`config.mk`:
```
export PLATFORM = sky130hd
export DESIGN_NAME = fpm_cycle_ctrl
export DESIGN_NICKNAME = d
export VERILOG_FILES = /design/src/rtl/fpm_pkg.sv /design/src/rtl/fpm_refresh_ctr.sv /design/src/rtl/fpm_array_stub.sv /design/src/rtl/fpm_cycle_ctl.sv /design/src/rtl/fpm_datapath.sv /design/src/rtl/fpm_cycle_ctrl.sv
export SDC_FILE = /design/constraint.sdc
export NUM_CORES = 1
export LEC_CHECK = 0
export BUFFER_PORTS_ARGS = -buffer_cell sky130_fd_sc_hd__buf_2
export CAP_MARGIN = 20
export CELL_PAD_IN_SITES_DETAIL_PLACEMENT = 1
export CELL_PAD_IN_SITES_GLOBAL_PLACEMENT = 2
export CORE_MARGIN = 2
export CORE_UTILIZATION = 45
export DETAILED_ROUTE_END_ITERATION = 8
export GPL_TIMING_DRIVEN = 0
export PLACE_DENSITY_LB_ADDON = 0.2
export SKIP_CTS_REPAIR_TIMING = 1
export SLEW_MARGIN = 5
export SYNTH_ARGS = -nofsm -noshare
export SYNTH_HDL_FRONTEND = slang
export SYNTH_SLANG_ARGS = --single-unit
```
`constraint.sdc`:
```
create_clock -name clk -period 7 [get_ports clk]
set_input_delay 0.7 -clock clk [delete_from_list [all_inputs] [get_ports clk]]
set_output_delay 0.7 -clock clk [all_outputs]
set_load 0.02 [all_outputs]
```
`src/rtl/fpm_pkg.sv`:
```
package fpm_pkg;

  typedef enum logic [2:0] {
    CYC_IDLE      = 3'd0,
    CYC_READ      = 3'd1,
    CYC_EARLY_WR  = 3'd2,
    CYC_LATE_WR   = 3'd3,
    CYC_RMW       = 3'd4,
    CYC_ROW_ONLY  = 3'd5,
    CYC_CBR       = 3'd6,
    CYC_COL_ONLY  = 3'd7
  } cyc_e;

  typedef struct packed {
    logic rowLoad;     // capture a row at the start of a cycle
    logic rowFromCnt;  // take the row from the refresh counter
    logic colLoad;     // capture the column from the address input
    logic latchLoad;   // fill the output latch from the stub
    logic latchClear;  // empty the output latch
    logic wrEn;        // store write data into the stub
    logic cntInc;      // advance the refresh counter
  } strobes_t;

endpackage

```
`src/rtl/fpm_refresh_ctr.sv`:
```
module fpm_refresh_ctr #(
  parameter int ROW_W = 10
) (
  input  logic             clk,
  input  logic             rstN,
  input  logic             inc,
  output logic [ROW_W-1:0] count
);
  localparam logic [ROW_W-1:0] ONE = ROW_W'(1);

  always_ff @(posedge clk) begin
    if (!rstN) begin
      count <= '0;
    end else if (inc) begin
      count <= count + ONE;  // natural wrap at 2**ROW_W
    end
  end
endmodule

```
`src/rtl/fpm_array_stub.sv`:
```
module fpm_array_stub #(
  parameter int DATA_W = 8,
  parameter int IDX_W  = 4
) (
  input  logic              clk,
  input  logic              rstN,
  input  logic              wrEn,
  input  logic [IDX_W-1:0]  wrIdx,
  input  logic [DATA_W-1:0] wrData,
  input  logic [IDX_W-1:0]  rdIdx,
  output logic [DATA_W-1:0] rdData
);
  localparam int DEPTH = 1 << IDX_W;

  logic [DATA_W-1:0] cells [DEPTH];

  always_ff @(posedge clk) begin
    if (!rstN) begin
      for (int i = 0; i < DEPTH; i++) begin
        cells[i] <= '0;
      end
    end else if (wrEn) begin
      cells[wrIdx] <= wrData;
    end
  end

  assign rdData = cells[rdIdx];
endmodule

```
`src/rtl/fpm_cycle_ctl.sv`:
```
module fpm_cycle_ctl
  import fpm_pkg::*;
(
  input  logic     clk,
  input  logic     rstN,
  input  logic     rasN,
  input  logic     casN,
  input  logic     weN,
  input  logic     oeN,
  output cyc_e     cycleType,
  output strobes_t stb
);
  logic rasQ, casQ, weQ;
  logic armed, nextArmed;
  cyc_e typeQ, nextType;
  logic rasFall, casFall, weFall;
  logic accessOpen;

  assign rasFall = rasQ & ~rasN;
  assign casFall = casQ & ~casN;
  assign weFall  = weQ & ~weN;

  // A column strobe fall starts a data access only inside a row cycle
  // that is not a refresh-only cycle.
  assign accessOpen = (typeQ != CYC_IDLE) && (typeQ != CYC_CBR) &&
                      (typeQ != CYC_COL_ONLY);

  always_comb begin
    nextType  = typeQ;
    nextArmed = armed;
    stb       = '0;
    if (rasFall) begin
      nextArmed   = 1'b0;
      stb.rowLoad = 1'b1;
      if (!casN && armed) begin
        nextType       = CYC_CBR;
        stb.rowFromCnt = 1'b1;
      end else begin
        nextType       = CYC_ROW_ONLY;
        stb.latchClear = 1'b1;
      end
    end else if (casFall) begin
      if (rasN) begin
        nextType  = CYC_COL_ONLY;
        nextArmed = 1'b1;
      end else if (accessOpen) begin
        stb.colLoad = 1'b1;
        if (!weN) begin
          nextType       = CYC_EARLY_WR;
          stb.wrEn       = 1'b1;
          stb.latchClear = 1'b1;
        end else begin
          nextType      = CYC_READ;
          stb.latchLoad = 1'b1;
        end
      end
    end else if (weFall && !casN && !rasN && typeQ == CYC_READ) begin
      nextType = oeN ? CYC_LATE_WR : CYC_RMW;
      stb.wrEn = 1'b1;
    end else if (rasN && casN && typeQ != CYC_IDLE) begin
      if (typeQ == CYC_CBR) begin
        stb.cntInc = 1'b1;
      end else begin
        stb.latchClear = 1'b1;
      end
      nextType = CYC_IDLE;
    end
  end

  always_ff @(posedge clk) begin
    if (!rstN) begin
      rasQ  <= 1'b1;
      casQ  <= 1'b1;
      weQ   <= 1'b1;
      armed <= 1'b0;
      typeQ <= CYC_IDLE;
    end else begin
      rasQ  <= rasN;
      casQ  <= casN;
      weQ   <= weN;
      armed <= nextArmed;
      typeQ <= nextType;
    end
  end

  assign cycleType = typeQ;
endmodule

```
`src/rtl/fpm_datapath.sv`:
```
module fpm_datapath
  import fpm_pkg::*;
#(
  parameter int ADDR_W   = 10,
  parameter int DATA_W   = 8,
  parameter int STUB_R_W = 2,
  parameter int STUB_C_W = 2
) (
  input  logic              clk,
  input  logic              rstN,
  input  logic [ADDR_W-1:0] addr,
  input  logic [DATA_W-1:0] dIn,
  input  logic              weN,
  input  logic              oeN,
  input  strobes_t          stb,
  output logic [DATA_W-1:0] dqOut,
  output logic              dqOe,
  output logic [ADDR_W-1:0] activeRow,
  output logic [ADDR_W-1:0] refreshRow
);
  localparam int IDX_W = STUB_R_W + STUB_C_W;

  logic [ADDR_W-1:0] rowQ, colQ, colSel;
  logic [DATA_W-1:0] latchData, rdData;
  logic              latchValid;
  logic [IDX_W-1:0]  rdIdx, wrIdx;

  fpm_refresh_ctr #(.ROW_W(ADDR_W)) u_ctr (
    .clk   (clk),
    .rstN  (rstN),
    .inc   (stb.cntInc),
    .count (refreshRow)
  );

  assign colSel = stb.colLoad ? addr : colQ;
  assign rdIdx  = {rowQ[STUB_R_W-1:0], addr[STUB_C_W-1:0]};
  assign wrIdx  = {rowQ[STUB_R_W-1:0], colSel[STUB_C_W-1:0]};

  fpm_array_stub #(.DATA_W(DATA_W), .IDX_W(IDX_W)) u_stub (
    .clk    (clk),
    .rstN   (rstN),
    .wrEn   (stb.wrEn),
    .wrIdx  (wrIdx),
    .wrData (dIn),
    .rdIdx  (rdIdx),
    .rdData (rdData)
  );

  always_ff @(posedge clk) begin
    if (!rstN) begin
      rowQ <= '0;
      colQ <= '0;
    end else begin
      if (stb.rowLoad) begin
        rowQ <= stb.rowFromCnt ? refreshRow : addr;
      end
      if (stb.colLoad) begin
        colQ <= addr;
      end
    end
  end

  always_ff @(posedge clk) begin
    if (!rstN) begin
      latchValid <= 1'b0;
      latchData  <= '0;
    end else if (stb.latchClear) begin
      latchValid <= 1'b0;
      latchData  <= '0;
    end else if (stb.latchLoad) begin
      latchValid <= 1'b1;
      latchData  <= rdData;
    end
  end

  assign dqOut     = latchData;
  assign dqOe      = latchValid & ~oeN & weN;
  assign activeRow = rowQ;
endmodule

```
`src/rtl/fpm_cycle_ctrl.sv`:
```
module fpm_cycle_ctrl
  import fpm_pkg::*;
#(
  parameter int ADDR_W   = 10,
  parameter int DATA_W   = 8,
  parameter int STUB_R_W = 2,
  parameter int STUB_C_W = 2
) (
  input  logic              clk,
  input  logic              rstN,
  input  logic              rasN,
  input  logic              casN,
  input  logic              weN,
  input  logic              oeN,
  input  logic [ADDR_W-1:0] addr,
  input  logic [DATA_W-1:0] dIn,
  output logic [DATA_W-1:0] dqOut,
  output logic              dqOe,
  output logic [2:0]        cycleType,
  output logic [ADDR_W-1:0] activeRow,
  output logic [ADDR_W-1:0] refreshRow
);
  strobes_t stb;
  cyc_e     typeNow;

  fpm_cycle_ctl u_ctl (
    .clk       (clk),
    .rstN      (rstN),
    .rasN      (rasN),
    .casN      (casN),
    .weN       (weN),
    .oeN       (oeN),
    .cycleType (typeNow),
    .stb       (stb)
  );

  fpm_datapath #(
    .ADDR_W   (ADDR_W),
    .DATA_W   (DATA_W),
    .STUB_R_W (STUB_R_W),
    .STUB_C_W (STUB_C_W)
  ) u_dp (
    .clk        (clk),
    .rstN       (rstN),
    .addr       (addr),
    .dIn        (dIn),
    .weN        (weN),
    .oeN        (oeN),
    .stb        (stb),
    .dqOut      (dqOut),
    .dqOe       (dqOe),
    .activeRow  (activeRow),
    .refreshRow (refreshRow)
  );

  assign cycleType = typeNow;
endmodule

```
==> impl_metrics.ini <==
[cells_and_area]
stdcell_area_um2 = 9140
fin_nets = 743
n_antenna_cell = 0
layout-drive-gt1-share_pct = 27.6
areaGrowthSynthToFinish_pct = 15.0

[critical_path]
critPathBufInv = 3
start_kind = flop
cp.required_ns = 7.14
cp.arrival_ns = 3.20
path_depth = 6
worstSetupEndpointType = flop
rrSetupSlack_ns = 3.95
crit_slowest_cell = o21ai_0
reg2reg_depth = 6
crit_type = flop to flop
path_delay_family = buffers and inverters
cp_max_fo = 10
timing.rr.end = u_dp.u_stub.cells[6][6]
slowest_delay_ns = 0.63
r2r_start = u_dp.activeRow[0]
crit_chain = clkbuf_1 > nor2b_1 > buf_1 > o211ai_2 > o21ai_0 > buf_4

[detailed_routing]
drc = 0
ant_nets = 0
vias = 5817
drt-initial-drc-count = 424
drt_pass1_iterations = 5
drt_wl_total_um = 24100
wl_per_cell_um = 25.2
vias_per_cell = 6.08

[clocking]
clk_latency_ns = 0.43
cts_made_buffers = 17
cts_sinks = 166
cts_max_level = 4
path_clk_slew_ns = 0.06
cts_tree = yes
cts_buffer_depth = 2
cts-root-buf = clkbuf_16

[logic_synthesis]
synthTopCellsByCount = edfxtp_1 (128), nor3_1 (96), dfxtp_1 (38), mux2i_1 (38), nor2_1 (36)
synth_edf_count = 128
syn_inst = 632
ys_types = 60
synthFlopType = edfxtp_1
syn_area_um2 = 7950
synth-async-reset-ratio_pct = 0
yosys_warnings = 0
ys_ff_latch = 166
synth.top_cell.area_share_pct = 48.4
avgSynthCellArea_um2 = 12.6
synth.area.top_cells = edfxtp_1 (48%), dfxtp_1 (9.6%), nor3_1 (6.0%), mux4_2 (5.4%), mux2i_1 (4.8%)
synth_top_cell_by_area = edfxtp_1
yosysMostFrequentCell = edfxtp_1
yosysSeqAreaShare_pct = 57.9
syn-num-nets = 657

[floorplanning]
die_w_um = 137
die_area_um2 = 18700
initial_utilization_pct = 45.9
design.core.area_um2 = 17300
rows = 48
die_h_um = 137
ios = 56

[grt]
grt_max_degree = 17
grt_overflow_total = 0
grt_pass1_vias = 5912
grt_pass1_wl_um = 35900
antenna_found_initial = 0
groute.usage.overall_pct = 26.9

[sta]
worstMarginPinSlew_ns = 0.950
worst_clock_skew_ns = 0.00704
min_period_over_period_pct = 43.6
maxSlewHeadroom_pct = 36.6
hold_viol = 0
drv_slew = 0
rsz0062_at_grt = false
period_minus_slack_ns = 3.05
setup_viol = 0
timing.fmax_ghz = 0.327
fin_setup_tns_ns = 0

[flow_run]
cap_violations = 0

[placed_design]
gp_congestion = 0.838
io_buffers = 52
placed_area_um2 = 8550
place_hpwl_um = 17400

[power]
p_leak_nw = 3.18
power_w = 0.00222
vdd_drop_max_v = 0.000167
powerDensity_nw_per_um2 = 242

[min_path]
hp-start = u_ctl.armed
hold-path-endpoint = u_ctl.armed
min_path_cells = 2
min_path_type = flop to flop

[run_status]
status = finished clean
==> routing by layer <==
layer / global-route usage, % / up-vias / wire (µm) / part of all wire [%]
li1: - / 2598 / - / -
met1: 34.5 / 2948 / 9910 / 41
met2: 44.3 / 217 / 11800 / 49
met3: 5.15 / 54 / 1440 / 6.0
met4: 12.0 / 0 / 900 / 3.7
met5: 0 / - / 0 / 0
==> state kept, by name, indices dropped and copies added (netlist names), 2 cells and up <==
name,flops
u_dp.activeRow,10
u_dp.u_stub.cells,128
u_ctl.cycleType,3
u_dp.dqOut,8
u_dp.colQ,2
u_dp.u_ctr.count,10
==> worst max-delay path by stage <==
| stage | from | end | slack (ns) |
|---|---|---|---|
| after floorplan | casN | u_dp.u_stub.cells[3][0] | 4.01 |
| after global placement | rstN | u_dp.u_stub.cells[15][7] | 3.42 |
| after detailed placement | rstN | u_dp.u_stub.cells[11][6] | 3.31 |
| after CTS | u_ctl.cycleType[1] | u_dp.u_stub.cells[11][0] | 3.71 |
| after global routing | u_dp.activeRow[0] | u_dp.u_stub.cells[5][2] | 3.68 |
| final | u_dp.activeRow[0] | u_dp.u_stub.cells[6][6] | 3.95 |
==> cells by family (layout without fill, tap and decap cells) <==
logic type                 count (synthesis)  in the layout  synth area share [%]
muxes                                     60             60                  10.7
and+or+nand+nor                          234            234                  17.9
adders and majority gates                  1              1                 0.157
xor gates and xnor gates                   7              7                 0.772
DFF                                      166            166                  57.9
AOI/OAI and AO/OA                         87             87                  7.95
buffers and inverters                     77            176                  4.63
==> worst register-to-register path: stages, from the launching register on <==
cell	delay, ns
dfxtp_1	0.39
clkbuf_1	0.50
nor2b_1	0.24
buf_1	0.38
o211ai_2	0.35
o21ai_0	0.64
buf_4	0.27
==> per-stage QoR <==
| stage | hold slack [ns] | worst slack [ns] | utilization (%) | cells |
|---|---|---|---|---|
| finish | 0.473 | 3.95 | 52.8 | 956 |
| global placement | 0.444 | 3.42 | 49.1 | 909 |
| global route | 0.491 | 3.68 | 52.8 | 956 |
| CTS | 0.475 | 3.71 | 52.6 | 950 |
| floorplan | 0.434 | 4.01 | - | 632 |
| detailed placement | 0.465 | 3.31 | 49.4 | 918 |
==> cell type report <==
class                   count  area, µm²
plain buffers              62        312
well taps                 225        282
clock buffers              18        429
clock inverters            14        125
fillers                  1814       8160
multi-input cells         389       2970
flip-flops and latches    166       4600
inverters                  15       56.3
repair buffers             67        353
==> cell usage in the layout (no fill, tap or decap), drive strengths merged, types with 2 or more instances in the layout <==
cell | synthesis | routed
a22oi | 2 | 2
a211oi | 18 | 18
nand2 | 20 | 20
nor4 | 13 | 13
a311oi | 7 | 7
clkinvlp | 0 | 4
o22ai | 16 | 16
dfxtp | 38 | 38
o31ai | 4 | 4
nand3b | 2 | 2
nor2 | 38 | 38
nand3 | 6 | 6
clkinv | 1 | 4
nand2b | 8 | 8
edfxtp | 128 | 128
mux2i | 41 | 41
or4 | 3 | 3
buf | 39 | 104
xnor2 | 7 | 7
nor4b | 3 | 3
o21ai | 18 | 18
mux4 | 19 | 19
inv | 14 | 20
clkbuf | 23 | 43
o211ai | 3 | 3
nor2b | 7 | 7
nand4 | 3 | 3
and2 | 2 | 2
a21oi | 9 | 9
or3 | 2 | 2
nor3 | 122 | 122
==> power breakdown <==
group / internal [W] / total, W / switching [W]
Clock: 0.000493 / 0.000900 / 0.000407
Sequential: 0.00109 / 0.00110 / 0.0000147
Combinational: 0.0000657 / 0.000210 / 0.000144
Total: 0.00165 / 0.00222 / 0.000566
Power figures use the tool's default switching activity.
